$ cat src/rtl/lsq_pkg.sv
package lsq_pkg;
  typedef struct packed {
    logic is_store;
    logic addr_ok;
    logic issued;
  } lsq_flags_t;
endpackage

$ cat src/rtl/lsq_ptrs.sv
module lsq_ptrs #(
  parameter int DEPTH = 8,
  localparam int IDXW = $clog2(DEPTH),
  localparam int PTRW = IDXW + 1
) (
  input  logic            clk,
  input  logic            rst_n,
  input  logic            push,
  input  logic            pop,
  input  logic            flush,
  input  logic [PTRW-1:0] flush_ptr,
  output logic [PTRW-1:0] head,
  output logic [PTRW-1:0] tail,
  output logic [PTRW-1:0] occ,
  output logic            full,
  output logic            empty
);
  always_ff @(posedge clk) begin
    if (!rst_n) begin
      head <= '0;
      tail <= '0;
    end else begin
      if (pop) head <= head + 1'b1;
      if (flush)     tail <= flush_ptr;
      else if (push) tail <= tail + 1'b1;
    end
  end

  assign occ   = tail - head;
  assign full  = (occ == PTRW'(DEPTH));
  assign empty = (occ == '0);
endmodule

$ cat src/rtl/lsq_select.sv
module lsq_select
  import lsq_pkg::*;
#(
  parameter int DEPTH = 8,
  parameter int AW    = 32,
  parameter int DW    = 32,
  localparam int IDXW = $clog2(DEPTH),
  localparam int PTRW = IDXW + 1
) (
  input  logic [IDXW-1:0] head_idx,
  input  logic [PTRW-1:0] occ,
  input  lsq_flags_t      flags    [DEPTH],
  input  logic [AW-1:0]   addr_arr [DEPTH],
  input  logic [DW-1:0]   data_arr [DEPTH],
  output logic            pick_valid,
  output logic [IDXW-1:0] pick_idx,
  output logic            fwd_hit,
  output logic [DW-1:0]   fwd_data
);
  // Walk entries oldest first; an unresolved store blocks every younger load.
  always_comb begin
    logic            blk;
    logic [IDXW-1:0] ix;
    logic [IDXW-1:0] pick_age;
    blk        = 1'b0;
    ix         = '0;
    pick_age   = '0;
    pick_valid = 1'b0;
    pick_idx   = '0;
    fwd_hit    = 1'b0;
    fwd_data   = '0;
    for (int k = 0; k < DEPTH; k++) begin
      ix = head_idx + IDXW'(k);
      if (PTRW'(k) < occ) begin
        if (flags[ix].is_store) begin
          if (!flags[ix].addr_ok) blk = 1'b1;
        end else if (flags[ix].addr_ok && !flags[ix].issued && !blk && !pick_valid) begin
          pick_valid = 1'b1;
          pick_idx   = ix;
          pick_age   = IDXW'(k);
        end
      end
    end
    // Youngest older store with the same address wins (later hit overwrites).
    for (int m = 0; m < DEPTH; m++) begin
      ix = head_idx + IDXW'(m);
      if (pick_valid && IDXW'(m) < pick_age && flags[ix].is_store &&
          flags[ix].addr_ok && addr_arr[ix] == addr_arr[pick_idx]) begin
        fwd_hit  = 1'b1;
        fwd_data = data_arr[ix];
      end
    end
  end
endmodule

$ cat src/rtl/lsq_top.sv
module lsq_top
  import lsq_pkg::*;
#(
  parameter int DEPTH = 8,
  parameter int AW    = 32,
  parameter int DW    = 32,
  localparam int IDXW = $clog2(DEPTH),
  localparam int PTRW = IDXW + 1
) (
  input  logic            clk,
  input  logic            rst_n,
  input  logic            disp_valid,
  output logic            disp_ready,
  input  logic            disp_is_store,
  output logic [PTRW-1:0] disp_ptr,
  input  logic            agen_valid,
  input  logic [IDXW-1:0] agen_slot,
  input  logic [AW-1:0]   agen_addr,
  input  logic [DW-1:0]   agen_data,
  output logic            ld_valid,
  input  logic            ld_ready,
  output logic [AW-1:0]   ld_addr,
  output logic [IDXW-1:0] ld_slot,
  output logic            fwd_valid,
  output logic [IDXW-1:0] fwd_slot,
  output logic [DW-1:0]   fwd_data,
  input  logic            commit_valid,
  output logic            commit_ready,
  output logic            st_valid,
  input  logic            st_ready,
  output logic [AW-1:0]   st_addr,
  output logic [DW-1:0]   st_data,
  input  logic            flush_valid,
  input  logic [PTRW-1:0] flush_ptr
);
  lsq_flags_t      flags_q [DEPTH];
  logic [AW-1:0]   addr_q  [DEPTH];
  logic [DW-1:0]   data_q  [DEPTH];
  logic [PTRW-1:0] head, tail, occ;
  logic            full, empty, push, pop;
  logic            pick_valid, fwd_hit, mark_issue;
  logic [IDXW-1:0] pick_idx, head_idx, tail_idx;
  logic [DW-1:0]   sel_data;
  lsq_flags_t      hf;

  assign head_idx   = head[IDXW-1:0];
  assign tail_idx   = tail[IDXW-1:0];
  assign disp_ready = !full && !flush_valid;
  assign push       = disp_valid && disp_ready;
  assign disp_ptr   = tail;

  lsq_ptrs #(.DEPTH(DEPTH)) ptrs_i (
    .clk(clk), .rst_n(rst_n), .push(push), .pop(pop),
    .flush(flush_valid), .flush_ptr(flush_ptr),
    .head(head), .tail(tail), .occ(occ), .full(full), .empty(empty)
  );

  lsq_select #(.DEPTH(DEPTH), .AW(AW), .DW(DW)) sel_i (
    .head_idx(head_idx), .occ(occ), .flags(flags_q), .addr_arr(addr_q),
    .data_arr(data_q), .pick_valid(pick_valid), .pick_idx(pick_idx),
    .fwd_hit(fwd_hit), .fwd_data(sel_data)
  );

  // Issue side
  assign ld_valid   = pick_valid && !fwd_hit;
  assign ld_slot    = pick_idx;
  assign ld_addr    = addr_q[pick_idx];
  assign fwd_valid  = pick_valid && fwd_hit;
  assign fwd_slot   = pick_idx;
  assign fwd_data   = sel_data;
  assign mark_issue = fwd_valid || (ld_valid && ld_ready);

  // Commit side
  assign hf           = flags_q[head_idx];
  assign st_valid     = commit_valid && !empty && hf.is_store && hf.addr_ok;
  assign st_addr      = addr_q[head_idx];
  assign st_data      = data_q[head_idx];
  assign commit_ready = !empty && (hf.is_store ? (hf.addr_ok && st_ready) : hf.issued);
  assign pop          = commit_valid && commit_ready;

  always_ff @(posedge clk) begin
    for (int i = 0; i < DEPTH; i++) begin
      if (!rst_n) begin
        flags_q[i] <= '0;
      end else if (push && tail_idx == IDXW'(i)) begin
        flags_q[i] <= '{is_store: disp_is_store, addr_ok: 1'b0, issued: 1'b0};
      end else begin
        if (agen_valid && agen_slot == IDXW'(i)) flags_q[i].addr_ok <= 1'b1;
        if (mark_issue && pick_idx == IDXW'(i))  flags_q[i].issued  <= 1'b1;
      end
      if (agen_valid && agen_slot == IDXW'(i)) begin
        addr_q[i] <= agen_addr;
        data_q[i] <= agen_data;
      end
    end
  end
endmodule

$ cat config.mk
export PLATFORM = sky130hd
export DESIGN_NAME = lsq_top
export DESIGN_NICKNAME = d
export VERILOG_FILES = /design/src/rtl/lsq_pkg.sv /design/src/rtl/lsq_ptrs.sv /design/src/rtl/lsq_select.sv /design/src/rtl/lsq_top.sv
export SDC_FILE = /design/constraint.sdc
export NUM_CORES = 2
export LEC_CHECK = 0
export BUFFER_PORTS_ARGS = -buffer_cell sky130_fd_sc_hd__clkbuf_2
export CELL_PAD_IN_SITES_DETAIL_PLACEMENT = 0
export CELL_PAD_IN_SITES_GLOBAL_PLACEMENT = 1
export CORE_AREA = 2 2 323 325
export CTS_CLUSTER_DIAMETER = 80
export DETAILED_ROUTE_END_ITERATION = 10
export DIE_AREA = 0 0 325 327
export PLACE_DENSITY = 0.81
export SLEW_MARGIN = 25
export SYNTH_ARGS = -nofsm -noshare
export SYNTH_HDL_FRONTEND = slang
export SYNTH_SLANG_ARGS = --single-unit
$ cat constraint.sdc
create_clock -name clk -period 11 [get_ports clk]
set_clock_uncertainty 0.2 [all_clocks]
set_input_delay 1.1 -clock clk [delete_from_list [all_inputs] [get_ports clk]]
set_output_delay 1.1 -clock clk [all_outputs]
set_load 0.02 [all_outputs]
Word-level counts from Yosys, hierarchy flattened
Index checks and enable logic that the tools add are counted.
{ "word_totals": {"ff_bits": 544, "latchBits": 0, "ram_bits": 0, "romBits": 0, "output_inout_bits": 143, "elab_cells": 430, "n_memories": 0} }
{ "op_classes": {"addsub": 10, "mul": 0, "div_mod_pow": 0, "magnitude_cmp": 25, "eq_ne": 30, "n_shift": 0, "mux": 184, "bitwise_logic": 10, "n_reduce_logical": 129} }
{ "op_table": {"columns": ["cell", "n"], "rows": [
  ["binary-select mux 32 bit (select 3 bit)", 17],
  ["2-to-1 mux 32 bit", 42],
  ["== test 32 bit", 8],
  ["2-to-1 mux 3 bit", 60],
  ["logical AND 1 bit", 89],
  ["binary-select mux 3 bit (select 3 bit)", 8],
  ["2-to-1 mux 1 bit", 55],
  ["== test 3 bit (second input constant)", 12],
  ["greater-or-equal comparator 4 bit (second input constant)", 9],
  ["inverter 3 -> 4 bit", 9],
  ["zero test 1 bit", 26],
  ["== test 3 x 2 -> 1 bit (second input constant)", 6],
  ["less-than comparator 3 x 4 -> 1 bit (first input constant)", 4],
  ["OR reduction 2 bit", 8],
  ["adder 3 bit (second input constant)", 4],
  ["less-than comparator 3 bit (first input constant)", 4],
  ["== test 3 x 1 -> 1 bit (second input constant)", 3],
  ["zero test 3 bit", 3],
  ["adder 4 x 1 -> 4 bit (second input constant)", 2],
  ["less-than comparator 1 x 4 -> 1 bit (first input constant)", 2],
  ["less-than comparator 2 x 4 -> 1 bit (first input constant)", 2],
  ["2-to-1 mux 4 bit", 2],
  ["adder 3 x 2 -> 3 bit (second input constant)", 2],
  ["less-than comparator 1 x 3 -> 1 bit (first input constant)", 2],
  ["other kinds (8)", 9]
]} }

Logic depth before layout (Yosys ltp)
{ "logic_depth": {"ltp_word": 63, "ltp_mapped": 42, "ltp_nobuf": 25} }

Cells and area by module
Synthesis repeated with hierarchy kept, for this count alone.
{ "hier_totals": {"hier_cells": 4174, "area_unflattened_um2": 51924.8} }
{ "modules_own_cells": {"columns": ["module", "n_inst", "cells_per_inst", "area_each_um2", "seq_area_each_um2"], "rows": [
  ["lsq_select", 1, 3051, 29067.9, 0.0],
  ["lsq_top", 1, 1068, 22346.4, 15855.2],
  ["lsq_ptrs", 1, 55, 510.5, 160.2]
]} }

Least setup slack after synthesis
No wires, ideal clock.
{ "synth_timing": {"path_kind": "register to output", "start": "reg ptrs_i.head[0]", "end": "out fwd_data[30]", "t_arrival_ns": 10.682, "required_ns": 9.700, "setup_slack_ns": -0.982, "stages_incl_launch_ff": 33, "n_path_buf": 13, "cell_sequence": "dfxtp_1 > buf_6 > inv_2 > buf_2 > buf_1 > clkbuf_1 > clkbuf_1 > buf_2 > clkbuf_1 > clkbuf_1 > buf_2 > buf_1 > ha_1 > buf_4 > buf_4 > mux4_2 > a211o_1 > a2111oi_4 > or4b_1 > a21oi_1 > a21oi_1 > a21oi_4 > inv_6 > mux2i_1 > mux2_2 > mux2i_2 > xor2_1 > o2111ai_1 > or4_1 > nor4_4 > clkbuf_1 > mux2_2 > a21oi_1"} }
{ "synth_between": {"elab_chain_len": 58} }
{ "synth_rtl": {"columns": ["item", "line_no", "text"], "rows": [
  ["start, declared", "lsq_ptrs.sv:12", "output logic [PTRW-1:0] head,"],
  ["start signal, assigned", "lsq_ptrs.sv:23", "if (pop) head <= head + 1'b1;"],
  ["branches (longest 43 deep; another with adder 3 x 1 -> 3 bit)", null, null],
  ["2-to-1 mux 3 bit (*)", "lsq_select.sv:34", "if (PTRW'(k) < occ) begin"],
  ["inverter 3 -> 4 bit (*)", null, null],
  ["binary-select mux 32 bit (select 3 bit) (*)", null, null],
  ["2-to-1 mux 32 bit (*) (2 in a row)", null, null],
  ["via ld_addr[30]", "lsq_top.sv:22", "output logic [AW-1:0] ld_addr,"],
  ["== test 32 bit", "lsq_select.sv:48", "flags[ix].addr_ok && addr_arr[ix] == addr_arr[pick_idx]) begin"],
  ["logical AND 1 bit", "lsq_select.sv:48", null],
  ["2-to-1 mux 32 bit (7 in a row)", "lsq_select.sv:47", "if (pick_valid && IDXW'(m) < pick_age && flags[ix].is_store &&"],
  ["2-to-1 mux 32 bit (*)", "lsq_select.sv:47", null],
  ["end, declared", "lsq_top.sv:26", "output logic [DW-1:0] fwd_data,"]
]} }
Mark *: on every way through the listed nets, which the timed path passes. The select of a mux whose other input is x is not followed.

Worst setup path in the final report
{ "layout_timing": {"start": "reg ptrs_i.head[0]", "end": "out fwd_data[3]"} }
{ "layout_between": {"elab_chain_len": 58} }
{ "layout_rtl": {"columns": ["item", "line_no"], "rows": [
  ["branches (longest 57 deep; another with adder 3 x 1 -> 3 bit)", null],
  ["2-to-1 mux 32 bit (*)", "lsq_select.sv:47"]
]} }
Mark *: on every way between the ends. The select of a mux whose other input is x is not followed.

==> impl_metrics.csv <==
group,metric,value,unit
min_path,hold_path.class,"flop to flop",
floorplan,die_h,327,µm
setup_path,r2r-end,"flags_q[12]",
timing,grt_setup_unrepaired,"no",
cells_and_area,instances_no_fill,5490,
clocking,cts.sinks,544,
grt,grtUsageTotal,0.362,
timing,min_period,10.99,ns
cells_and_area,area_delta_synth_final,10.3,%
detailed_routing,routed_wl,196000,µm
setup_path,critPathLaunch,"ptrs_i.head[0]",
clocking,cts_htree_levels,2,
detailed_routing,drtPass1Iterations,9,
setup_path,critPathLaunchType,"flop",
timing,finalSetupTns,0,ns
floorplan,ios,223,
timing,maxSlewHeadroom,0.306,
placed_design,gp_congestion,1.05,
grt,overflow,0,
logic_synthesis,synth-seq-cells,544,
floorplan,num_rows,118,
timing,setup_viol,0,
logic_synthesis,synthCells,3981,
setup_path,cp_data_arrival_time,9.69,ns
logic_synthesis,synthFlopType,"edfxtp_1",
timing,setup_ws,0.0139,ns
timing,hold_slack,0.368,ns
flow_run,cap_violations,0,
grt,grt_pass1_vias,38300,
placed_design,placed_cell_area,50600,µm²
placed_design,place_ws,0.726,ns
logic_synthesis,ys_types,109,
detailed_routing,drc_errors,0,
detailed_routing,vias,40400,
detailed_routing,dr.first_iter.drc_count,5625,
timing,worst_slew_pin_slew,1.03,ns
clocking,cts_tree,"yes",
detailed_routing,via_per_inst,7.35,
cells_and_area,fillers,8954,
floorplan,die-area,106000,µm²
clocking,clk_latency,0.72,ns
grt,grt_start_max_net_pins,97,
timing,fin_crit_sh,0.999,
timing,hold_violations,0,
power,ir_drop,0.000140,V
setup_path,cp.required,9.70,ns
min_path,min_path_cells,2,
logic_synthesis,syn_nets,4074,
logic_synthesis,yosys_warnings,0,
grt,antenna_found_initial,10,
placed_design,io_buffers,222,
clocking,cts-root-buf,"clkbuf_16",
cells_and_area,nets,4151,
logic_synthesis,synth_area_per_cell,12.0,µm²
floorplan,dieWidth,325,µm
detailed_routing,wl_per_cell,35.7,µm
setup_path,r2r-start,"ptrs_i.head[0]",
detailed_routing,ant_nets,0,
setup_path,cp_max_fo,34,
logic_synthesis,synth_edf_count,512,
floorplan,start_util,0.465,
logic_synthesis,yosysSeqAreaShare,0.335,
placed_design,hpwl,140000,µm
grt,grt_pass1_wl,282000,µm
setup_path,reg2reg_depth,24,
clocking,clock_path_buffers,3,
floorplan,core-area,103000,µm²
logic_synthesis,synth_area,47900,µm²
cells_and_area,final_cell_area,52800,µm²
timing,max_freq,0.0910,GHz
setup_path,crit_type,"flop to primary output",
power,p_per_area,128,nW/µm²
setup_path,cp-end-kind,"primary output",
cells_and_area,layout-drive-gt1-share,0.296,
logic_synthesis,synthArstFlopShare,0,
clocking,cts_buffers,61,
setup_path,crit_end,"fwd_data[3]",
power,leakagePower,17.3,nW
timing,drv_slew,0,
setup_path,r2r_slack,1.74,ns
clocking,clkTransAtPathRegs,0.06,ns
placed_design,dp_cells,5369,
run_status,status,"finished clean",
worst max-delay path: stages, from the launching register on:
cell and delay, ns:
dfxtp_4 0.64, inv_8 0.15, ha_4 0.53, mux2i_1 0.27, nand3_1 0.12, a211o_1 0.36
a2111oi_4 0.49, or4b_1 0.54, a2111oi_2 0.56, a22o_2 0.28, buf_4 0.40, buf_6 0.36
a32oi_1 0.10, o211ai_1 0.14, a21oi_1 0.22, a31oi_2 0.82, o221ai_1 0.26, nor4bb_1 0.68
nand4b_1 0.24, buf_4 0.36, a2111oi_0 0.51, o31ai_1 0.15, a21oi_1 0.43, clkbuf_2 0.26
worst min path at each step:
stage / startpoint / endpoint
detailed placement: flags_q[3] / flags_q[3]
global route: flags_q[5] / flags_q[5]
finish: flags_q[3] / flags_q[3]
CTS: flags_q[3] / flags_q[3]
global placement: flags_q[3] / flags_q[3]
floorplan: flags_q[15] / flags_q[15]
layout make-up:
class	instances	area (µm²)	share of cell area
tap	1380	1730	0.0327
inverter	48	203	0.00384
clock inverter	40	453	0.00858
clock buffer	70	1560	0.0296
multi-input combinational	3025	30300	0.574
timing repair buffer	378	2510	0.0476
sequential	544	16000	0.304
antenna	5	12.5	0.000237
cell usage in the layout, fill, tap and decap left out, drive strengths merged, types with 39 or more instances in the layout:
cell type  instances
a2111oi           47
a211oi            55
a21oi            107
a22oi             63
a31oi             49
and2             104
buf              156
clkbuf           292
edfxtp           512
inv               49
mux2              96
mux2i            384
mux4             539
nand2            458
nand3             48
nor2             128
nor2b             49
nor3              46
nor3b             42
o211ai            68
o21ai             47
o31ai             39
xnor2             91
xor2              61
logic make-up after synthesis:
logic type / after synthesis / synth area share
AND/OR/NAND/NOR: 1060 / 0.111
multiplexers: 1019 / 0.358
AO/OA/AOI/OAI: 781 / 0.127
flip-flops: 544 / 0.335
buffers and inverters: 412 / 0.0381
XOR/XNOR: 152 / 0.0282
adder cells (fa/ha/maj): 13 / 0.00355
metal layers:
metal | share of wire | up-vias | GRT usage
li1 | - | 16500 | -
met1 | 0.38 | 20700 | 0.482
met2 | 0.47 | 2760 | 0.583
met3 | 0.10 | 435 | 0.0718
met4 | 0.046 | 8 | 0.146
met5 | 0.00033 | - | 0
report_power, final:
group | total [mW] | internal (mW) | switching [mW]
combinational | 2.29 | 0.788 | 1.50
sequential | 2.42 | 2.34 | 0.0818
clock | 2.07 | 1.18 | 0.886
synth_stat cells (34+ instances only):
cell / instances / area, µm²
a2111oi_0: 44 / 385
a211oi_1: 54 / 405
a21oi_1: 101 / 505
a221oi_1: 37 / 324
a22oi_1: 63 / 473
a31oi_1: 41 / 257
a32oi_1: 38 / 333
and2_1: 103 / 644
buf_1: 72 / 270
buf_2: 80 / 400
clkbuf_1: 178 / 668
edfxtp_1: 512 / 15400
inv_1: 42 / 158
mux2_2: 79 / 890
mux2i_1: 376 / 3760
mux4_2: 539 / 12100
nand2_1: 458 / 1720
nand3_1: 48 / 240
nand4_1: 38 / 238
nor2_1: 126 / 473
nor2b_1: 49 / 307
nor3_1: 46 / 230
nor3b_1: 42 / 315
o211ai_1: 66 / 495
o21ai_0: 43 / 215
o22ai_1: 34 / 213
o31ai_1: 38 / 285
xnor2_1: 90 / 788
xor2_1: 61 / 534
state kept, by name (all words and copies together) (netlist names):
register	flops
ptrs_i.head	4
data_q	256
ptrs_i.tail	4
flags_q	24
addr_q	256
timing repair:
action,4_1_cts,5_1_grt
hold buffers,0,0
gates resized for setup,2,7
cloned,0,0
endpoints found under the setup margin,6,33
pin swaps,0,4
setup buffers,0,6
per-stage QoR:
step / total power [mW] / utilization
detailed placement: 4.66 / 0.492
floorplan: 3.78 / -
global route: 6.95 / 0.513
finish: 6.77 / 0.513
global placement: 4.66 / 0.492
CTS: 6.72 / 0.512
Power figures use the tool's default switching activity.
